[src/rtl/cpwm_pkg.sv]
package cpwm_pkg;
  localparam int CNT_W = 16;
  localparam int SEL_W = 3;

  typedef logic signed [CNT_W-1:0] cnt_t;

  typedef enum logic [SEL_W-1:0] {
    SEL_START  = 3'd0,
    SEL_TOP    = 3'd1,
    SEL_RISE   = 3'd2,
    SEL_FALL   = 3'd3,
    SEL_DEAD_A = 3'd4,
    SEL_DEAD_B = 3'd5
  } cfg_sel_e;

  typedef struct packed {
    cnt_t start;
    cnt_t top;
    cnt_t rise;
    cnt_t fall;
  } edge_set_t;
endpackage

[src/rtl/cpwm_shadow.sv]
module cpwm_shadow
  import cpwm_pkg::*;
#(
  parameter int DT_W = 8
) (
  input  logic             clk_i,
  input  logic             rst_ni,
  input  logic             we_i,
  input  logic [SEL_W-1:0] sel_i,
  input  logic [CNT_W-1:0] wdata_i,
  input  logic             ldok_set_i,
  input  logic             reload_i,
  output edge_set_t        act_o,
  output cnt_t             next_start_o,
  output logic [DT_W-1:0]  dead_a_o,
  output logic [DT_W-1:0]  dead_b_o,
  output logic             ldok_o
);
  edge_set_t       shd_q, act_q;
  logic            ldok_q;
  logic [DT_W-1:0] dead_a_q, dead_b_q;
  logic            xfer;

  assign xfer = ldok_q && reload_i;

  always_ff @(posedge clk_i or negedge rst_ni) begin
    if (!rst_ni) begin
      shd_q    <= '0;
      act_q    <= '0;
      ldok_q   <= 1'b0;
      dead_a_q <= '0;
      dead_b_q <= '0;
    end else begin
      if (we_i) begin
        case (cfg_sel_e'(sel_i))
          SEL_START:  shd_q.start <= cnt_t'(wdata_i);
          SEL_TOP:    shd_q.top   <= cnt_t'(wdata_i);
          SEL_RISE:   shd_q.rise  <= cnt_t'(wdata_i);
          SEL_FALL:   shd_q.fall  <= cnt_t'(wdata_i);
          SEL_DEAD_A: dead_a_q    <= wdata_i[DT_W-1:0];
          SEL_DEAD_B: dead_b_q    <= wdata_i[DT_W-1:0];
          default: ;
        endcase
      end
      if (xfer) act_q <= shd_q;
      if (ldok_set_i)  ldok_q <= 1'b1;
      else if (xfer)   ldok_q <= 1'b0;
    end
  end

  assign act_o        = act_q;
  assign next_start_o = ldok_q ? shd_q.start : act_q.start;
  assign dead_a_o     = dead_a_q;
  assign dead_b_o     = dead_b_q;
  assign ldok_o       = ldok_q;

  AST_LDOK_AUTOCLEAR: assert property (@(posedge clk_i) disable iff (!rst_ni)
    (ldok_q && reload_i && !ldok_set_i) |=> !ldok_q);
  AST_ACTIVE_HELD: assert property (@(posedge clk_i) disable iff (!rst_ni)
    !(ldok_q && reload_i) |=> $stable(act_q));
endmodule

[src/rtl/cpwm_counter.sv]
module cpwm_counter
  import cpwm_pkg::*;
(
  input  logic clk_i,
  input  logic rst_ni,
  input  logic run_i,
  input  cnt_t start_i,
  input  cnt_t top_i,
  output cnt_t cnt_o,
  output logic wrap_o
);
  cnt_t cnt_q;

  assign wrap_o = run_i && (cnt_q == top_i);

  always_ff @(posedge clk_i or negedge rst_ni) begin
    if (!rst_ni)     cnt_q <= '0;
    else if (wrap_o) cnt_q <= start_i;
    else if (run_i)  cnt_q <= cnt_q + cnt_t'(1);
  end

  assign cnt_o = cnt_q;

  AST_COUNT_STEP: assert property (@(posedge clk_i) disable iff (!rst_ni)
    (run_i && !wrap_o) |=> (cnt_q == $past(cnt_q) + cnt_t'(1)));
  AST_WRAP_LOAD: assert property (@(posedge clk_i) disable iff (!rst_ni)
    wrap_o |=> (cnt_q == $past(start_i)));
endmodule

[src/rtl/cpwm_edge_gen.sv]
module cpwm_edge_gen
  import cpwm_pkg::*;
(
  input  logic clk_i,
  input  logic rst_ni,
  input  cnt_t cnt_i,
  input  cnt_t rise_i,
  input  cnt_t fall_i,
  output logic gen_o
);
  logic gen_q;
  logic hit_rise, hit_fall;

  assign hit_rise = (cnt_i == rise_i);
  assign hit_fall = (cnt_i == fall_i);

  always_ff @(posedge clk_i or negedge rst_ni) begin
    if (!rst_ni)       gen_q <= 1'b0;
    else if (hit_fall) gen_q <= 1'b0;
    else if (hit_rise) gen_q <= 1'b1;
  end

  assign gen_o = gen_q;

  AST_FALL_WINS: assert property (@(posedge clk_i) disable iff (!rst_ni)
    (cnt_i == fall_i) |=> !gen_o);
  AST_RISE_SETS: assert property (@(posedge clk_i) disable iff (!rst_ni)
    ((cnt_i == rise_i) && (cnt_i != fall_i)) |=> gen_o);
endmodule

[src/rtl/cpwm_deadtime.sv]
module cpwm_deadtime #(
  parameter int DT_W = 8
) (
  input  logic            clk_i,
  input  logic            rst_ni,
  input  logic            want_i,
  input  logic [DT_W-1:0] dt_i,
  output logic            act_o
);
  logic            want_q;
  logic [DT_W-1:0] wait_q;

  always_ff @(posedge clk_i or negedge rst_ni) begin
    if (!rst_ni) begin
      want_q <= 1'b0;
      wait_q <= '0;
    end else if (want_i != want_q) begin
      want_q <= want_i;
      wait_q <= want_i ? dt_i : '0;
    end else if (wait_q != '0) begin
      wait_q <= wait_q - 1'b1;
    end
  end

  assign act_o = want_q && (wait_q == '0);

  AST_OFF_PROMPT: assert property (@(posedge clk_i) disable iff (!rst_ni)
    !want_i |=> !act_o);
  AST_ON_DELAYED: assert property (@(posedge clk_i) disable iff (!rst_ni)
    (want_i && !want_q && (dt_i != '0)) |=> !act_o);
endmodule

[src/rtl/cpwm_pair.sv]
module cpwm_pair
  import cpwm_pkg::*;
#(
  parameter int DT_W = 8
) (
  input  logic             clk_i,
  input  logic             rst_ni,
  input  logic             run_i,
  input  logic             cfg_we_i,
  input  logic [SEL_W-1:0] cfg_sel_i,
  input  logic [CNT_W-1:0] cfg_wdata_i,
  input  logic             ldok_set_i,
  input  logic             out_en_a_i,
  input  logic             out_en_b_i,
  input  logic             inv_a_i,
  input  logic             inv_b_i,
  output logic             pwm_a_o,
  output logic             pwm_b_o,
  output logic [CNT_W-1:0] cnt_o,
  output logic             period_start_o,
  output logic             ldok_o
);
  localparam int NOUT = 2;

  edge_set_t       act;
  cnt_t            next_start, cnt;
  logic            wrap, gen;
  logic [DT_W-1:0] dead_a, dead_b;
  logic [DT_W-1:0] dt   [NOUT];
  logic [NOUT-1:0] want, on, en, inv, pin;

  cpwm_shadow #(.DT_W(DT_W)) shadow_i (
    .clk_i(clk_i), .rst_ni(rst_ni), .we_i(cfg_we_i), .sel_i(cfg_sel_i),
    .wdata_i(cfg_wdata_i), .ldok_set_i(ldok_set_i), .reload_i(wrap),
    .act_o(act), .next_start_o(next_start), .dead_a_o(dead_a),
    .dead_b_o(dead_b), .ldok_o(ldok_o)
  );

  cpwm_counter counter_i (
    .clk_i(clk_i), .rst_ni(rst_ni), .run_i(run_i), .start_i(next_start),
    .top_i(act.top), .cnt_o(cnt), .wrap_o(wrap)
  );

  cpwm_edge_gen edge_i (
    .clk_i(clk_i), .rst_ni(rst_ni), .cnt_i(cnt), .rise_i(act.rise),
    .fall_i(act.fall), .gen_o(gen)
  );

  // index 0 is output A (complement side), index 1 is output B
  assign want = {gen, ~gen};
  assign dt[0] = dead_a;
  assign dt[1] = dead_b;
  assign en   = {out_en_b_i, out_en_a_i};
  assign inv  = {inv_b_i, inv_a_i};

  for (genvar g = 0; g < NOUT; g++) begin : g_out
    cpwm_deadtime #(.DT_W(DT_W)) dt_i (
      .clk_i(clk_i), .rst_ni(rst_ni), .want_i(want[g]), .dt_i(dt[g]),
      .act_o(on[g])
    );
    assign pin[g] = en[g] ? (on[g] ^ inv[g]) : inv[g];
  end

  assign pwm_a_o        = pin[0];
  assign pwm_b_o        = pin[1];
  assign cnt_o          = cnt;
  assign period_start_o = wrap;

  AST_NEVER_BOTH_ON: assert property (@(posedge clk_i) disable iff (!rst_ni)
    !(on[0] && on[1]));
  AST_B_OFF_WITH_GEN: assert property (@(posedge clk_i) disable iff (!rst_ni)
    !gen |=> !on[1]);
endmodule

[config.mk]
export PLATFORM = sky130hd
export DESIGN_NAME = cpwm_pair
export DESIGN_NICKNAME = d
export VERILOG_FILES = /design/src/rtl/cpwm_pkg.sv /design/src/rtl/cpwm_shadow.sv /design/src/rtl/cpwm_counter.sv /design/src/rtl/cpwm_edge_gen.sv /design/src/rtl/cpwm_deadtime.sv /design/src/rtl/cpwm_pair.sv
export SDC_FILE = /design/constraint.sdc
export NUM_CORES = 1
export LEC_CHECK = 0
export ABC_AREA = 1
export CAP_MARGIN = 40
export CORE_MARGIN = 4
export CORE_UTILIZATION = 35
export DETAILED_ROUTE_END_ITERATION = 8
export PLACE_DENSITY = 0.57
export SLEW_MARGIN = 20
export SYNTH_ARGS = -nofsm -noshare
export SYNTH_HDL_FRONTEND = slang
export SYNTH_SLANG_ARGS = --single-unit
export TNS_END_PERCENT = 30
[constraint.sdc]
create_clock -name clk_i -period 2.35 [get_ports clk_i]
set_input_delay 0.47 -clock clk_i [delete_from_list [all_inputs] [get_ports clk_i]]
set_output_delay 0.47 -clock clk_i [all_outputs]
set_load 0.005 [all_outputs]
Word-level counts from Yosys, hierarchy flattened
Index checks and enable logic that the tools add are counted.
Storage, ports and cells
  register bits: 180
  input port bits: 28
  output and inout bits: 20
Operators by class
  $add $sub $neg: 3
  eq/ne operators: 10
  multiplexer cells: 15
  bitwise operators: 3
  reductions and logical operators: 20
Operator list (count)
  == test 16 bit: 3
  2-to-1 mux 16 bit: 3
  2-to-1 mux 8 bit: 6
  adder 16 x 2 -> 16 bit, second input constant: 1
  logical NOT 8 bit: 2
  nonzero test 8 bit: 2
  subtractor 8 x 1 -> 8 bit, second input constant: 2
  AND reduction 2 bit: 6
  nonzero test 2 bit: 5
  == test 3 x 2 -> 1 bit, second input constant: 2
  == test 3 bit, second input constant: 2
  2-to-1 mux 1 bit: 6
  logical AND 1 bit: 4
  == test 3 x 1 -> 1 bit, second input constant: 1
  logical NOT 3 bit: 1
  inequality test 1 bit: 2
  bitwise XOR 1 bit: 2
  inverter 1 bit: 1

Depth between registers and ports, before layout
Gate-level depths: netlist of run 1.
  depth after elaboration: 5
  gate-level depth with buffers: 13

Modules after synthesis
A second synthesis of run 1 with hierarchy kept.
Second synthesis, totals
  cell total of the unflattened synthesis: 1263
  area, all modules: 9364.0 um^2
Modules (own cells, without submodules)
  cpwm_shadow: instances 1, cells an instance 671, area each 5824.3 um^2, seq. area each 3628.5 um^2
  cpwm_counter: instances 1, cells an instance 269, area each 1652.8 um^2, seq. area each 400.4 um^2
  cpwm_deadtime: instances 2, cells an instance 84, area each 610.6 um^2, seq. area each 225.2 um^2
  cpwm_edge_gen: instances 1, cells an instance 142, area each 614.3 um^2, seq. area each 25.0 um^2
  cpwm_pair: instances 1, cells an instance 13, area each 51.3 um^2, seq. area each 0.0 um^2

Worst setup path before layout of run 1
OpenSTA, ideal clock, no wires.
  path kind: register to output
  start: reg g_out[1].dt_i.wait_q[4]
  end: out pwm_b_o
  data arrival time: 1.281 ns
  required time: 1.880 ns
  slack: 0.599 ns
  cell stages (with the launch flop): 7
  path buffers: 0
  cells stage by stage: dfrtp_1 or2_2 nor2_1 nand2_1 nor3_1 nand3_1 xnor2_1
Between the ends
  cells in the longest elaborated chain, start to end: 4
Ends and longest elaborated chain
  start, declared: RTL line cpwm_deadtime.sv:11  | logic [DT_W-1:0] wait_q;
  start signal, assigned: RTL line cpwm_deadtime.sv:19  | wait_q <= want_i ? dt_i : '0;
  start signal, assigned: RTL line cpwm_deadtime.sv:21  | wait_q <= wait_q - 1'b1;
  logical NOT 8 bit: RTL line cpwm_deadtime.sv:25  | assign act_o = want_q && (wait_q == '0);
  logical AND 1 bit: RTL line cpwm_deadtime.sv:25
  bitwise XOR 1 bit: RTL line cpwm_pair.sv:61  | assign pin[g] = en[g] ? (on[g] ^ inv[g]) : inv[g];
  2-to-1 mux 1 bit: RTL line cpwm_pair.sv:61
  end, declared: RTL line cpwm_pair.sv:18  | output logic pwm_b_o,
No other way between the ends.

Final worst setup path of run 1
  start: reg g_out[1].dt_i.wait_q[3]
  end: out pwm_b_o
Same word-level chain as after synthesis.

==> impl_metrics.tcl, run 1 <==
set metrics [dict create \
    first_global_vias 7047 \
    cts_tree "done" \
    yosys_warnings 0 \
    finalSetupTns_ns 0 \
    hold_depth 2 \
    setup_viol 0 \
    dieArea_um2 27700 \
    io_buffers 47 \
    finalCriticalPeriod_ns 2.22 \
    die_x_um 166 \
    final_nets 1185 \
    cts_max_path_buffers 2 \
    postLayoutCoreUtil_pct 42.9 \
    synthesis.nets 1117 \
    synth-edff-count 0 \
    viasPerCell 4.77 \
    cts_root_buffer "clkbuf_16" \
    hold_class "reg2reg" \
    gp_congestion 0.930 \
    first_iter_violations 485 \
    cp-end-kind "output port" \
    cp_max_fo 2 \
    path_class "reg2out" \
    grt_max_degree 76 \
    leakage_nw 5.30 \
    dp_hpwl_mm 16.0 \
    grt_pass1_wl_mm 38.4 \
    drive_gt1_share_pct 12.6 \
    cp.required_ns 1.88 \
    hold_ws_ns 0.470 \
    grt.total_usage_pct 17.2 \
    ys_seq_elements 180 \
    max_slew_margin_pct 56.2 \
    avgSynthCellArea_um2 8.10 \
    htreeDepth 4 \
    clk_pin_slew_ns 0.07 \
    synth_common_cells "380 x nand2_1, 180 x dfrtp_1, 105 x o21ai_0" \
    clock_latency_ns 0.43 \
    core-area_um2 24500 \
    syn_inst 1084 \
    row_count 57 \
    drt-wirelength-per-cell_um 15.6 \
    num_antenna_cells 0 \
    synth.most_common_cell "nand2_1" \
    area_growth_syn_to_layout_pct 19.8 \
    die_y_um 166 \
    drv_cap 0 \
    netlist_area_um2 8780 \
    ys_seq_area_share_pct 51.3 \
    ant_nets 0 \
    start_util_pct 35.8 \
    synthFlopType "dfrtp_1" \
    critPathArrivalTime_ns 1.75 \
    synth_async_sr_flop_share_pct 100 \
    cp-start-kind "flop" \
    finalHoldViolations 0 \
    status "complete, no violations" \
    fin_crit_sh_pct 94.6 \
    synthTopCellsByArea "dfrtp_1 51%, nand2_1 16%, o21ai_0 6.0%, nand3_1 4.2%, inv_1 3.5%" \
    io_pins 48 \
    finClkSkew_ns 0.00875 \
    vdd_ir_drop_max_uv 497 \
    r2r_cells 11 \
    antenna_found_initial 0 \
    cts.sink_count 180 \
    netlist.area_leader.share_pct 51.3 \
    tightest_slew_ns 0.655 \
    vias 7097 \
    first_pass_iters 6 \
    yosysTopAreaCell "dfrtp_1" \
    max_clock_freq_mhz 450 \
    rsz0062_at_grt "no" \
    cts_made_buffers 17 \
    powerDensity_nw_per_um2 1080 \
    wirelength_mm 23.2 \
    num-fill-cells 2548 \
    overflow 0 \
    drcViolationCount 0 \
    synthDistinctLibCells 34 \
    slew_viol_final 0 \
]
## per-layer routing
layer	wire (µm)	track usage (%)
met5	0	0
met4	405	4.59
met3	846	3.02
met2	10700	27.4
met1	11300	24.4
## through the flow
step	area [µm²]	worst slack (ns)	power [mW]	std cells
5_1_grt	10500	0.0127	12.2	1489
4_1_cts	10500	-0.0113	11.4	1484
3_5_place_dp	9850	-0.234	8.50	1449
3_3_place_gp	9850	-0.276	8.45	1449
2_1_floorplan	8780	0.599	7.03	1084
6_report	10500	0.127	11.4	1489
## state kept, by name, indices dropped and copies added (netlist names)
| name | flops |
|---|---|
| counter_i.cnt_o | 16 |
| edge_i.gen_o | 1 |
| g_out.dt_i.wait_q | 16 |
| g_out.dt_i.want_q | 2 |
| shadow_i.act_o | 64 |
| shadow_i.dead_a_o | 8 |
| shadow_i.dead_b_o | 8 |
| shadow_i.ldok_o | 1 |
| shadow_i.shd_q | 64 |
## layout by cell type, fill, tap and decap left out, types with 2 or more instances in the layout
cell type	n
nand3_1	71
a21oi_1	16
buf_12	7
inv_1	81
dfrtp_2	3
or2_2	5
mux2i_1	6
o21ai_0	105
ha_1	5
buf_4	52
clkbuf_16	17
nor3_1	6
inv_6	2
clkbuf_8	2
nand3_2	4
clkinvlp_4	4
nand2_1	377
o21ai_2	7
clkinv_2	3
clkbuf_2	2
clkbuf_1	2
nor2_1	41
nand4_1	26
a211oi_1	2
o21ai_1	3
nor2_2	6
inv_2	10
xor2_1	19
clkdlybuf4s50_1	43
dfrtp_1	177
nor2_4	4
xnor2_1	32
nand2_2	11
## power by group
| group | switching (mW) | total [mW] | internal [mW] |
|---|---|---|---|
| clock | 1.23 | 2.75 | 1.52 |
| sequential | 0.562 | 4.42 | 3.86 |
| combinational | 2.40 | 4.20 | 1.80 |
| total | 4.20 | 11.4 | 7.17 |
## kinds of logic (layout without fill, tap and decap cells)
group	Yosys count	after routing	share of synthesized area [%]
simple gates	557	557	26.9
flops	180	180	51.3
buf+inv	149	230	7.11
compound gates	136	136	8.19
xor+xnor	51	51	5.09
mux	6	6	0.684
fa+ha+maj	5	5	0.712
## final cells by class
cell class	instances	area, µm²	area share (%)
clock buffer	21	460	4.38
clock inverter	11	101	0.963
inverter	91	342	3.25
multi-input combinational	755	3710	35.2
sequential	180	4510	42.9
tap	324	405	3.85
timing repair buffer	107	997	9.48
## repair_timing
| item | CTS | global route |
|---|---|---|
| buffers inserted | 2 | 5 |
| pin swaps | 3 | 8 |
| hold buffers | 1 | 0 |
| gates resized for setup | 15 | 14 |
| endpoints found under the hold margin | 41 | 0 |
| setup endpoints to repair | 3 | 3 |
## worst paths after layout
check                                             start                    to  slack (ns)
max in group asynchronous                        rst_ni   counter_i.cnt_o[13]        1.13
worst min-delay path                 shadow_i.act_o[54]    shadow_i.act_o[54]        0.47
worst max register to register      counter_i.cnt_o[13]    shadow_i.act_o[44]        0.38
worst min register to register       shadow_i.act_o[54]    shadow_i.act_o[54]        0.47
min in group asynchronous                        rst_ni  shadow_i.dead_a_o[7]        0.53
worst max-delay path            g_out[1].dt_i.wait_q[3]               pwm_b_o        0.13
## worst max-delay path: stages (launching register included)
cell and delay (ns):
dfrtp_1 0.39, or2_4 0.27, nor2_4 0.09, nand2_2 0.06, nor3_4 0.15, nand3_2 0.09, xnor2_1 0.15, buf_2 0.13
No activity file was read; power rests on OpenSTA's default activity.
==> run 2: changes to the inputs <==
Settings changed: CTS_CLUSTER_SIZE set to 40.
==> results of run 2 <==
Same layout as run 1: the final DEF is identical, and so are final timing and power.
==> run 3: changes to the inputs <==
Settings changed: CORE_MARGIN 4 to 8, SYNTH_HIERARCHICAL set to 1.
==> run 3 against run 2 <==
Against the previous run:
- maximum frequency decreased by 3.7%
- largest power group is now combinational logic
- highest routed layer unchanged
- combinational power is 24% higher
- sequential cell count unchanged
- worst hold slack got worse by 0.46 ns
==> impl_metrics.tcl, run 3 <==
set metrics [dict create \
    status "complete, no violations" \
    yosys_warnings 6 \
    cp-end-kind "output port" \
    drt-wirelength-per-cell_um 15.0 \
    netlist.area_leader.share_pct 48.1 \
    r2r_cells 9 \
    first_iter_violations 646 \
    grt.total_usage_pct 16.0 \
    ys_seq_elements 180 \
    dp_hpwl_mm 17.8 \
    overflow 0 \
    cts_root_buffer "clkbuf_16" \
    cp-start-kind "flop" \
    grt_use_met2_pct 26.3 \
    grt_max_degree 53 \
    viasPerCell 4.74 \
    grt-busiest-layer "met2" \
    ys_seq_area_share_pct 48.1 \
    r2r-start "shadow_i/act_o[44]" \
    row_count 60 \
    critPathArrivalTime_ns 1.84 \
    synthFlopType "dfrtp_1" \
    synthesis.nets 1296 \
    clkPwrFrac_pct 23.4 \
    vias 8034 \
    synth_common_cells "526 x nand2_1, 180 x dfrtp_1, 146 x nand3_1" \
    setup_viol 0 \
    finalCriticalPeriod_ns 2.31 \
    tightest_slew_ns 0.495 \
    power.internal_mw 7.88 \
    powerDensity_nw_per_um2 1160 \
    cts_tree "done" \
    place_area_um2 10500 \
    gp_congestion 0.827 \
    clock_latency_ns 0.43 \
    yosysTopAreaCell "dfrtp_1" \
    die_x_um 180 \
    switchingPower_mw 5.17 \
    final_area_um2 11200 \
    num_antenna_cells 0 \
    clk_pin_slew_ns 0.07 \
    path_class "reg2out" \
    die_y_um 180 \
    numPlacedInstances 1651 \
    syn_inst 1263 \
    met1_usage_pct 21.4 \
    vdd_ir_drop_max_uv 614 \
    ant_nets 0 \
    finalHoldViolations 0 \
    finClkSkew_ns 0.0106 \
    antenna_found_initial 0 \
    cp.required_ns 1.88 \
    synthTopCellsByArea "dfrtp_1 48%, nand2_1 21%, nand3_1 7.8%, inv_1 4.6%, nor2_1 2.5%" \
    swShare_pct 39.6 \
    cts_made_buffers 17 \
    fin_crit_sh_pct 98.3 \
    dieArea_um2 32200 \
    drive_gt1_share_pct 12.8 \
    leakage_nw 5.84 \
    hold_class "in2async" \
    fin_cells 1695 \
    worstReg2RegEnd "shadow_i/act_o[57]" \
    synth.most_common_cell "nand2_1" \
    layout_commonest_cell "nand2_1" \
    slew_viol_final 0 \
    grt_pass1_wl_mm 41.7 \
    synthDistinctLibCells 34 \
    wirelength_mm 25.3 \
    synth-edff-count 0 \
    area_growth_syn_to_layout_pct 19.9 \
    drcViolationCount 0 \
    drv_cap 0 \
    cts.sink_count 180 \
    max_slew_margin_pct 67.0 \
    core-area_um2 26600 \
    finalSetupTns_ns 0 \
    htreeDepth 4 \
    cts_max_path_buffers 2 \
    use_met3_pct 2.94 \
    io_pins 48 \
    start_util_pct 35.2 \
    hold_ws_ns 0.00818 \
    max_clock_freq_mhz 433 \
    cp_max_fo 2 \
    rsz0062_at_grt "yes" \
    postLayoutCoreUtil_pct 42.3 \
    r2r_slack_ns 0.18 \
    avgSynthCellArea_um2 7.41 \
    final_cell_mix "522 x nand2_1, 180 x dfrtp_1, 146 x nand3_1" \
    first_pass_iters 6 \
    pwr-share-seq_pct 36.8 \
    netlist_area_um2 9360 \
    io_buffers 47 \
    first_global_vias 7720 \
    synth_async_sr_flop_share_pct 100 \
    comb_power_share_pct 39.8 \
    final_nets 1374 \
]
run 3: changes by cell type in the layout (fill, tap and decap cells not counted), moves of 10 or more:
cell | before | now
nor2_1 | 41 | 58
nand2_1 | 377 | 522
nand3_1 | 71 | 146
xor2_1 | 19 | 7
nand2_2 | 11 | 21
o21ai_0 | 105 | 40
inv_1 | 81 | 114
xnor2_1 | 32 | 16
run 3: cell type report:
class / count / area [µm²]
timing repair buffer: 106 / 981
fill: 2700 / 15300
clock inverter: 14 / 189
sequential: 180 / 4500
multi-input combinational: 898 / 4160
inverter: 138 / 531
clock buffer: 18 / 439
tap: 341 / 427
run 3: metrics by stage:
| step | setup WS, ns | total power, mW |
|---|---|---|
| floorplan | 0.460 | 8.19 |
| global placement | -0.126 | 9.74 |
| detailed placement | -0.155 | 9.86 |
| CTS | 0.00648 | 13.0 |
| global route | -0.0380 | 14.1 |
| finish | 0.0403 | 13.1 |
run 3: worst max-delay path, stage by stage, from the launching register on:
cell           delay (ns)
dfrtp_1              0.40
xnor2_1              0.31
and3_1               0.21
nand3_1              0.12
nor2_4               0.12
dlygate4sd2_1        0.24
run 3: timing repair:
item,in CTS,in global routing
endpoints found under the setup margin,3,3
pin swaps,5,7
resized for setup,9,12
hold buffers,0,0
setup buffers,5,7
run 3: layer usage:
layer  up-vias  wire length (µm)
met3        23              1040
met4         0               350
met2       175             12000
li1       4074                 -
met5         -                 0
met1      3762             12000
run 3: power groups by stage:
stage          Sequential, mW  Combinational, mW  Clock, mW
2_1_floorplan            4.75               3.43          0
3_3_place_gp             4.82               4.92          0
3_5_place_dp             4.84               5.03          0
4_1_cts                  4.79               5.12       3.12
5_1_grt                  4.94               5.87       3.26
6_report                 4.80               5.19       3.06
run 3: worst max path at each step:
| stage | start | end | slack, ns | depth (start not counted) |
|---|---|---|---|---|
| floorplan | run_i | shadow_i/act_o[61] | 0.46 | 10 |
| global placement | run_i | shadow_i/act_o[61] | -0.13 | 10 |
| detailed placement | run_i | shadow_i/act_o[57] | -0.16 | 10 |
| CTS | g_out[0].dt_i/wait_q[5] | pwm_a_o | 0.006 | 9 |
| global route | counter_i/cnt_o[13] | period_start_o | -0.04 | 6 |
| finish | shadow_i/act_o[44] | period_start_o | 0.04 | 5 |
run 3: cells by family after synthesis:
kind of cell | synth area share [%]
adder cells (fa/ha/maj) | 0.668
XOR/XNOR | 2.24
AND/OR/NAND/NOR | 37.2
flip-flops | 48.1
buffers and inverters | 8.03
AO/OA/AOI/OAI | 3.73
